[src/rtl/angle_hold_pkg.sv]
package angle_hold_pkg;
    typedef enum logic [1:0] {
        ST_TRACK  = 2'd0,
        ST_PEND   = 2'd1,
        ST_SETTLE = 2'd2,
        ST_HELD   = 2'd3
    } hold_state_e;
endpackage

[src/rtl/busy_tracker.sv]
module busy_tracker #(
    parameter int W       = 16,
    parameter int UPD_DLY = 3
) (
    input  logic         clk,
    input  logic         rst_n,
    input  logic         busy_in,
    input  logic [W-1:0] angle_in,
    output logic [W-1:0] img_o
);
    localparam int CW = $clog2(UPD_DLY + 1);
    localparam logic [CW-1:0] LAST = CW'(UPD_DLY - 1);
    localparam logic [CW-1:0] FULL = CW'(UPD_DLY);

    logic [CW-1:0] bcnt;
    logic          take;

    // the image is loaded once, at the UPD_DLY-th busy-high edge
    assign take = busy_in && (bcnt == LAST);

    always_ff @(posedge clk or negedge rst_n) begin
        if (!rst_n) begin
            bcnt <= '0;
        end else if (!busy_in) begin
            bcnt <= '0;
        end else if (bcnt != FULL) begin
            bcnt <= bcnt + 1'b1;
        end
    end

    always_ff @(posedge clk or negedge rst_n) begin
        if (!rst_n) begin
            img_o <= '0;
        end else if (take) begin
            img_o <= angle_in;
        end
    end


    img_idle_chk: assert property (@(posedge clk) disable iff (!rst_n)
        !busy_in |=> $stable(img_o));
endmodule

[src/rtl/inhibit_fsm.sv]
module inhibit_fsm
    import angle_hold_pkg::*;
#(
    parameter int SETTLE_CYC = 25
) (
    input  logic clk,
    input  logic rst_n,
    input  logic busy_in,
    input  logic inhibit_n,
    output logic open_o,
    output logic frozen_o,
    output logic valid_o
);
    localparam int SCW = $clog2(SETTLE_CYC + 1);
    localparam logic [SCW-1:0] SLAST = SCW'(SETTLE_CYC - 1);

    hold_state_e state, nxt;
    logic [SCW-1:0] scnt;

    always_ff @(posedge clk or negedge rst_n) begin
        if (!rst_n) begin
            state <= ST_TRACK;
        end else begin
            state <= nxt;
        end
    end

    always_comb begin
        nxt = state;
        unique case (state)
            ST_TRACK: begin
                if (!inhibit_n) nxt = busy_in ? ST_PEND : ST_SETTLE;
            end
            ST_PEND: begin
                if (inhibit_n)     nxt = ST_TRACK;
                else if (!busy_in) nxt = ST_SETTLE;
            end
            ST_SETTLE: begin
                if (inhibit_n)           nxt = ST_TRACK;
                else if (scnt == SLAST)  nxt = ST_HELD;
            end
            ST_HELD: begin
                if (inhibit_n) nxt = ST_TRACK;
            end
            default: nxt = ST_TRACK;
        endcase
    end

    always_ff @(posedge clk or negedge rst_n) begin
        if (!rst_n) begin
            scnt <= '0;
        end else if (state != ST_SETTLE) begin
            scnt <= '0;
        end else if (scnt != SLAST) begin
            scnt <= scnt + 1'b1;
        end
    end

    always_comb begin
        open_o   = 1'b0;
        frozen_o = 1'b0;
        valid_o  = 1'b0;
        unique case (state)
            ST_TRACK:  open_o = !busy_in;
            ST_PEND:   open_o = !busy_in;
            ST_SETTLE: frozen_o = 1'b1;
            ST_HELD: begin
                frozen_o = 1'b1;
                valid_o  = 1'b1;
            end
            default: open_o = 1'b0;
        endcase
    end


    valid_release_chk: assert property (@(posedge clk) disable iff (!rst_n)
        inhibit_n |=> !valid_o);

    valid_cause_chk: assert property (@(posedge clk) disable iff (!rst_n)
        $rose(valid_o) |-> !$past(inhibit_n));

    pend_defer_chk: assert property (@(posedge clk) disable iff (!rst_n)
        (state == ST_TRACK && !inhibit_n && busy_in) |=> !frozen_o);
endmodule

[src/rtl/byte_drive.sv]
module byte_drive #(
    parameter int BW = 8
) (
    input  logic          en_n,
    input  logic [BW-1:0] word_byte,
    output logic          oe,
    output logic [BW-1:0] bus
);
    always_comb begin
        oe  = !en_n;
        bus = oe ? word_byte : '0;
    end
endmodule

[src/rtl/angle_hold_latch.sv]
module angle_hold_latch #(
    parameter int W          = 16,
    parameter int UPD_DLY    = 3,
    parameter int SETTLE_CYC = 25
) (
    input  logic        clk,
    input  logic        rst_n,
    input  logic [15:0] angle_in,
    input  logic        busy_in,
    input  logic        inhibit_n,
    input  logic        hi_en_n,
    input  logic        lo_en_n,
    output logic [7:0]  hi_byte,
    output logic        hi_oe,
    output logic [7:0]  lo_byte,
    output logic        lo_oe,
    output logic        data_valid
);
    localparam int BW     = 8;
    localparam int NLANES = 2;

    logic [W-1:0] img;
    logic [W-1:0] held;
    logic         open_s, frozen_s;
    logic [NLANES-1:0]         lane_en_n;
    logic [NLANES-1:0]         lane_oe;
    logic [NLANES-1:0][BW-1:0] lane_bus;

    busy_tracker #(.W(W), .UPD_DLY(UPD_DLY)) trk_i (
        .clk(clk), .rst_n(rst_n), .busy_in(busy_in),
        .angle_in(angle_in), .img_o(img)
    );

    inhibit_fsm #(.SETTLE_CYC(SETTLE_CYC)) fsm_i (
        .clk(clk), .rst_n(rst_n), .busy_in(busy_in), .inhibit_n(inhibit_n),
        .open_o(open_s), .frozen_o(frozen_s), .valid_o(data_valid)
    );

    always_ff @(posedge clk or negedge rst_n) begin
        if (!rst_n) begin
            held <= '0;
        end else if (open_s) begin
            held <= img;
        end
    end

    assign lane_en_n = {hi_en_n, lo_en_n};

    for (genvar g = 0; g < NLANES; g++) begin : g_lane
        byte_drive #(.BW(BW)) drv_i (
            .en_n(lane_en_n[g]),
            .word_byte(held[g*BW +: BW]),
            .oe(lane_oe[g]),
            .bus(lane_bus[g])
        );
    end

    assign hi_oe   = lane_oe[1];
    assign hi_byte = lane_bus[1];
    assign lo_oe   = lane_oe[0];
    assign lo_byte = lane_bus[0];


    busy_hold_chk: assert property (@(posedge clk) disable iff (!rst_n)
        busy_in |=> $stable(held));

    freeze_hold_chk: assert property (@(posedge clk) disable iff (!rst_n)
        frozen_s |=> $stable(held));

    hi_off_chk: assert property (@(posedge clk) disable iff (!rst_n)
        hi_en_n |-> (!hi_oe && hi_byte == 8'h00));
endmodule

[config.mk]
export PLATFORM = sky130hd
export DESIGN_NAME = angle_hold_latch
export DESIGN_NICKNAME = d
export VERILOG_FILES = /design/src/rtl/angle_hold_pkg.sv /design/src/rtl/busy_tracker.sv /design/src/rtl/inhibit_fsm.sv /design/src/rtl/byte_drive.sv /design/src/rtl/angle_hold_latch.sv
export SDC_FILE = /design/constraint.sdc
export NUM_CORES = 1
export LEC_CHECK = 0
export BUFFER_PORTS_ARGS = -buffer_cell sky130_fd_sc_hd__buf_2
export CAP_MARGIN = 20
export CORE_ASPECT_RATIO = 1.25
export CORE_MARGIN = 8
export CORE_UTILIZATION = 55
export DETAILED_ROUTE_END_ITERATION = 8
export MAX_ROUTING_LAYER = met4
export PLACE_DENSITY = 0.81
export REMOVE_ABC_BUFFERS = 1
export SLEW_MARGIN = 20
export SYNTH_ARGS = -nofsm -noshare
export SYNTH_HDL_FRONTEND = slang
export SYNTH_SLANG_ARGS = --single-unit
[constraint.sdc]
create_clock -name clk -period 3 [get_ports clk]
set_clock_uncertainty 0.15 [all_clocks]
set_input_delay 0.15 -clock clk [delete_from_list [all_inputs] [get_ports clk]]
set_output_delay 0.15 -clock clk [all_outputs]
set_load 0.03 [all_outputs]
# Word-level counts from Yosys, hierarchy flattened
# Index checks and enable logic that the tools add are counted.
dict set report op_classes {
  addsub 2
  n_eq_ne 13
  n_mux 16
  n_reduce_logical 8
}
# operator n
set op_table {}
lappend op_table {{2-bit 2-to-1 mux} 9}
lappend op_table {{8-bit 2-to-1 mux} 2}
lappend op_table {{5-bit 2-to-1 mux} 2}
lappend op_table {{2-bit inequality test (second input constant)} 4}
lappend op_table {{2-bit one-hot mux with 4 select lines} 1}
lappend op_table {{2-bit equality test (second input constant)} 3}
lappend op_table {{5-bit by 1-bit adder with 5-bit output (second input constant)} 1}
lappend op_table {{5-bit equality test (second input constant)} 1}
lappend op_table {{5-bit inequality test (second input constant)} 1}
lappend op_table {{4-bit AND reduction} 1}
lappend op_table {{1-bit zero test} 3}
lappend op_table {{3-bit by 2-bit inequality test with 1-bit output (second input constant)} 1}
lappend op_table {{3-bit inequality test (second input constant)} 1}
lappend op_table {{2-bit by 1-bit adder with 2-bit output (second input constant)} 1}
lappend op_table {{2-bit by 1-bit equality test with 1-bit output (second input constant)} 1}
lappend op_table {{2-bit zero test} 1}
lappend op_table {{1-bit 2-to-1 mux} 2}
lappend op_table {{2-bit by 1-bit inequality test with 1-bit output (second input constant)} 1}
lappend op_table {{2-bit nonzero test} 1}
lappend op_table {{2-bit OR reduction} 1}
lappend op_table {{1-bit logical AND} 1}
dict set report totals {
  reg_bits 41
  input_bits 22
  output_inout_bits 19
  elab_cells 44
}

# Depth between registers and ports, before layout
dict set report depth {
  depth_word 4
  depth_mapped 5
  mapped_depth_nobuf 4
}

# Cells and area by module
# From an unflattened synthesis, not the netlist that was laid out.
dict set report hier_totals {
  hier_cells 134
  area_unflattened_um2 1940.6
}
# mod n_inst cells_each area_per_inst_um2 seq_area_each_um2
set modules_own_cells {}
lappend modules_own_cells {busy_tracker 1 44 762.0 450.4}
lappend modules_own_cells {angle_hold_latch 1 34 649.4 400.4}
lappend modules_own_cells {inhibit_fsm 1 38 421.7 175.2}
lappend modules_own_cells {byte_drive 2 9 53.8 0.0}

# Worst setup path before layout
# OpenSTA, ideal clock, no wires.
dict set report synth_timing {
  path_type {reg-to-reg}
  startpoint {register trk_i.bcnt[0]}
  endpoint {register trk_i.img_o[0]}
  setup_ps 125
  t_arrival_ps 1192
  required_time_ps 2725
  setup_slack_ps 1532
  path_stages_with_launch 6
  n_path_buf 1
  period_less_slack_ps 1468
  path_cell_list {dfrtp_1 > inv_1 > ha_1 > nand2_4 > buf_6 > mux2_4}
}
dict set report synth_between {
  elab_chain_len 2
}
# item line_no
set synth_rtl {}
lappend synth_rtl {{from (decl)} busy_tracker.sv:15} ;# logic [CW-1:0] bcnt;
lappend synth_rtl {{from (signal assigned)} busy_tracker.sv:27} ;# bcnt <= bcnt + 1'b1;
lappend synth_rtl {{2-bit equality test} busy_tracker.sv:19} ;# assign take = busy_in && (bcnt == LAST);
lappend synth_rtl {{1-bit logical AND} busy_tracker.sv:19}
lappend synth_rtl {{to (signal assigned)} busy_tracker.sv:35} ;# img_o <= angle_in;
lappend synth_rtl {{to (decl)} busy_tracker.sv:9} ;# output logic [W-1:0] img_o
# No other way between the ends.
# A chain may end at the register's enable or synchronous reset.

# Final worst setup path
dict set report layout_timing {
  startpoint {register fsm_i.state[1]}
  endpoint {register held[0]}
}
dict set report layout_between {
  elab_chain_len 3
  word_cells_on_any_way 4
  cone_classes {eq/ne: 1; mux: 1; reduce/logical: 2}
}
# item line_no
set layout_rtl {}
lappend layout_rtl {{from (decl)} inhibit_fsm.sv:17} ;# hold_state_e state, nxt;
lappend layout_rtl {{from (signal assigned)} inhibit_fsm.sv:24} ;# state <= nxt;
lappend layout_rtl {{2-bit by 1-bit equality test with 1-bit output / 2-bit zero test (equally long branches)} inhibit_fsm.sv:63} ;# unique case (state)
lappend layout_rtl {{2-bit OR reduction (no line) (*)} -}
lappend layout_rtl {{1-bit 2-to-1 mux (*)} -}
lappend layout_rtl {{to (signal assigned)} angle_hold_latch.sv:43} ;# held <= img;
lappend layout_rtl {{to (decl)} angle_hold_latch.sv:23} ;# logic [W-1:0] held;
# Mark *: on every way between the ends. The rest lies on a longest branch, timed or not.

==> summary.txt <==
Outcome
  • Outcome: completed

Placement
  • RePlAce Congestion: 0.726
  • Hpwl dp: 2.47 mm
  • DP Area: 2070 µm²
  • Pre-CTS setup slack: 1400 ps
  • I/O Buffers: 40

Routing
  • Post-route ant nets: 0
  • 1st-iter DRT viols: 48
  • Via density: 5.13
  • Final WL: 3.52 mm
  • DRT Pass-1 Iters: 4
  • Post-route DRC: 0
  • Via Count: 1181
  • WL per Instance: 15.3 µm

CTS
  • CTS Buf Count: 5
  • CTS Root Cell: clkbuf_8
  • TritonCTS clock tree: built
  • Deepest clock path buffer count: 2
  • CTS-repair resized insts: 0
  • Reg clk slew, reported paths: 70 ps
  • # clock sinks: 41
  • Worst-skew pair later-pin latency: 290 ps
  • H-tree depth: 2

Critical path
  • CP bufs+invs: 0
  • Crit. End Element: flop
  • Crit-path leading delay family: flip-flops
  • Worst-path cell chain: nor2_4 -> mux2_2
  • CP required: 3020 ps
  • Kind of critical path: reg2reg
  • Crit Path Max Fanout: 16
  • Critical Path Source Type: flop
  • Critical path launch point: fsm_i.state[1]$_DFFE_PN0P_
  • Delay of the slowest critical-path stage: 510 ps
  • Slowest cell on crit path: dfrtp_1
  • Reg-to-reg startpoint: fsm_i.state[1]$_DFFE_PN0P_
  • Worst Path Arrival: 1620 ps

Global routing
  • GRT Overall Usage: 14.0%
  • Largest net degree at the start of global routing: 42
  • GRT overflow: 0
  • Initial antenna violation count: 0
  • Met2 usage: 21.4%
  • Grt met1 use: 16.6%
  • First-pass GRT wire length: 5.67 mm
  • Number of global-route vias before repair: 1264
  • Top Usage Layer GRT: met2
  • M3 GR Usage: 4.40%

Yosys
  • Synth top cells by count: dfrtp_1, mux2_2, nor2b_1
  • Largest cells by area after synthesis: dfrtp_1, mux2_2, mux2_4
  • Number of flops mapped to enable cells by yosys: 0
  • Post-synth top area share: 55.2%
  • Synth unique cells: 26
  • Count leader, synth: dfrtp_1
  • Synth async-reset ratio: 100%
  • Mapped Cells: 132
  • Flop and latch count out of synthesis: 41
  • Dominant cell type by area after synthesis: dfrtp_1
  • YS warnings: 0
  • Main synth FF type: dfrtp_1
  • Synthesized cell area: 1860 µm²
  • Syn avg cell area: 14.1 µm²
  • Post-synthesis sequential area ratio: 55.2%

Power and ir drop
  • Net Sw Frac: 30.9%
  • Worst vdd ir: 0.522 mV
  • Clock network fraction of total power: 18.5%
  • PD cells: 793 nW/µm²
  • Pleak: 1.15 nW
  • Switching power: 0.573 mW
  • Combinational share of power: 33.2%
  • Total internal power: 1.28 mW
  • Sequential Power Share: 48.3%

Cells and area
  • Finished Cell Area: 2330 µm²
  • Area Overhead vs Synth: 25.6%
  • Final net count: 218
  • N_diodes: 0
  • Layout cells sized above 1: 44.0%
  • Fin util: 72.4%

Flow run
  • MaxCap Viol Count: 0

STA
  • Hold violation count in the final report: 0
  • Tmin final: 1600 ps
  • Period utilization: 53.2%
  • Final setup margin: 1400 ps
  • Worst slew pin tran: 887 ps
  • Setup TNS: 0 ps
  • Worst slew margin: 40.9%
  • RSZ-0062 raised after global routing: no
  • Final setup vio count: 0
  • F_max: 626 MHz
  • Slew Viols, Final: 0
  • Worst hold slack: 10.6 ps

Floorplanning
  • Full die area: 5510 µm²
  • Core area: 3220 µm²
  • Die Wd: 68.0 µm
  • Rows: 23
  • Starting Density: 57.6%
  • Io pins: 41
  • Die Ht: 81.0 µm

Hold path
  • Min-delay src: busy_in
  • Hold Path Class: in2reg
-- routing by layer --
layer / vias up / share of wire [%]
met3: 6 / 7.1
li1: 567 / -
met5: - / 0
met1: 577 / 42
met2: 31 / 49
met4: 0 / 1.6
-- flip-flops by register name, summed over array words and instances (netlist names) --
name and flops:
held 16, fsm_i.scnt 5, trk_i.bcnt 2, fsm_i.state 2, trk_i.img_o 16
-- area by class of cell --
| cell class | count | area [µm²] |
|---|---|---|
| inverters | 6 | 22.5 |
| multi-input cells | 80 | 772 |
| clock inverters | 3 | 17.5 |
| flip-flops and latches | 41 | 1030 |
| fillers | 222 | 890 |
| clock buffers | 5 | 68.8 |
| repair buffers | 58 | 380 |
| well taps | 37 | 46.3 |
-- kinds of logic after synthesis --
logic type               synth area share [%]
AO/OA/AOI/OAI                            1.68
XOR/XNOR                                0.943
adder cells (fa/ha/maj)                  2.69
buffers and inverters                    3.23
flip-flops                               55.2
multiplexers                             23.6
AND/OR/NAND/NOR                          12.7
-- worst paths after layout --
path | cells past startpoint | endpoint | slack (ps)
max reg2reg | 2 | held[0]$_DFFE_PN0P_ | 1400
min in group asynchronous | 2 | held[1]$_DFFE_PN0P_ | 370
min | 2 | fsm_i.state[1]$_DFFE_PN0P_ | 10
max | 2 | held[0]$_DFFE_PN0P_ | 1400
min reg2reg | 1 | held[10]$_DFFE_PN0P_ | 350
max in group asynchronous | 2 | held[11]$_DFFE_PN0P_ | 1780
-- per-stage QoR --
step	power, mW	std cells
after floorplan	1.33	127
after global placement	1.47	204
after detailed placement	1.51	204
after CTS	1.87	230
after global routing	1.97	230
final	1.85	230
-- layout by cell type, fill, tap and decap left out --
| cell | n |
|---|---|
| nand2_1 | 1 |
| dfrtp_1 | 41 |
| mux2_4 | 10 |
| nor2b_1 | 16 |
| nand3_1 | 2 |
| or3b_1 | 2 |
| nor4_1 | 1 |
| nand2_4 | 1 |
| clkinvlp_4 | 1 |
| clkinv_2 | 2 |
| or3b_2 | 1 |
| a21oi_1 | 1 |
| inv_1 | 6 |
| clkbuf_8 | 5 |
| or2_2 | 1 |
| dlygate4sd3_1 | 18 |
| ha_1 | 4 |
| and4b_1 | 1 |
| a21boi_0 | 1 |
| mux2i_1 | 4 |
| buf_2 | 40 |
| nand3b_1 | 5 |
| mux2_2 | 22 |
| o31a_1 | 1 |
| o21ba_2 | 1 |
| and2_1 | 2 |
| nor2_4 | 1 |
| xnor2_1 | 2 |
-- power groups by stage --
stage,clock network [mW],logic (mW),registers [mW]
after detailed placement,0,0.600,0.907
after floorplan,0,0.473,0.862
after CTS,0.356,0.622,0.894
after global routing,0.385,0.658,0.924
final,0.342,0.615,0.894
after global placement,0,0.577,0.889
-- what timing repair did --
action,4_1_cts,5_1_grt
buffers inserted,0,0
hold buffers,18,0
hold endpoints to repair,58,0
Power figures use the tool's default switching activity.
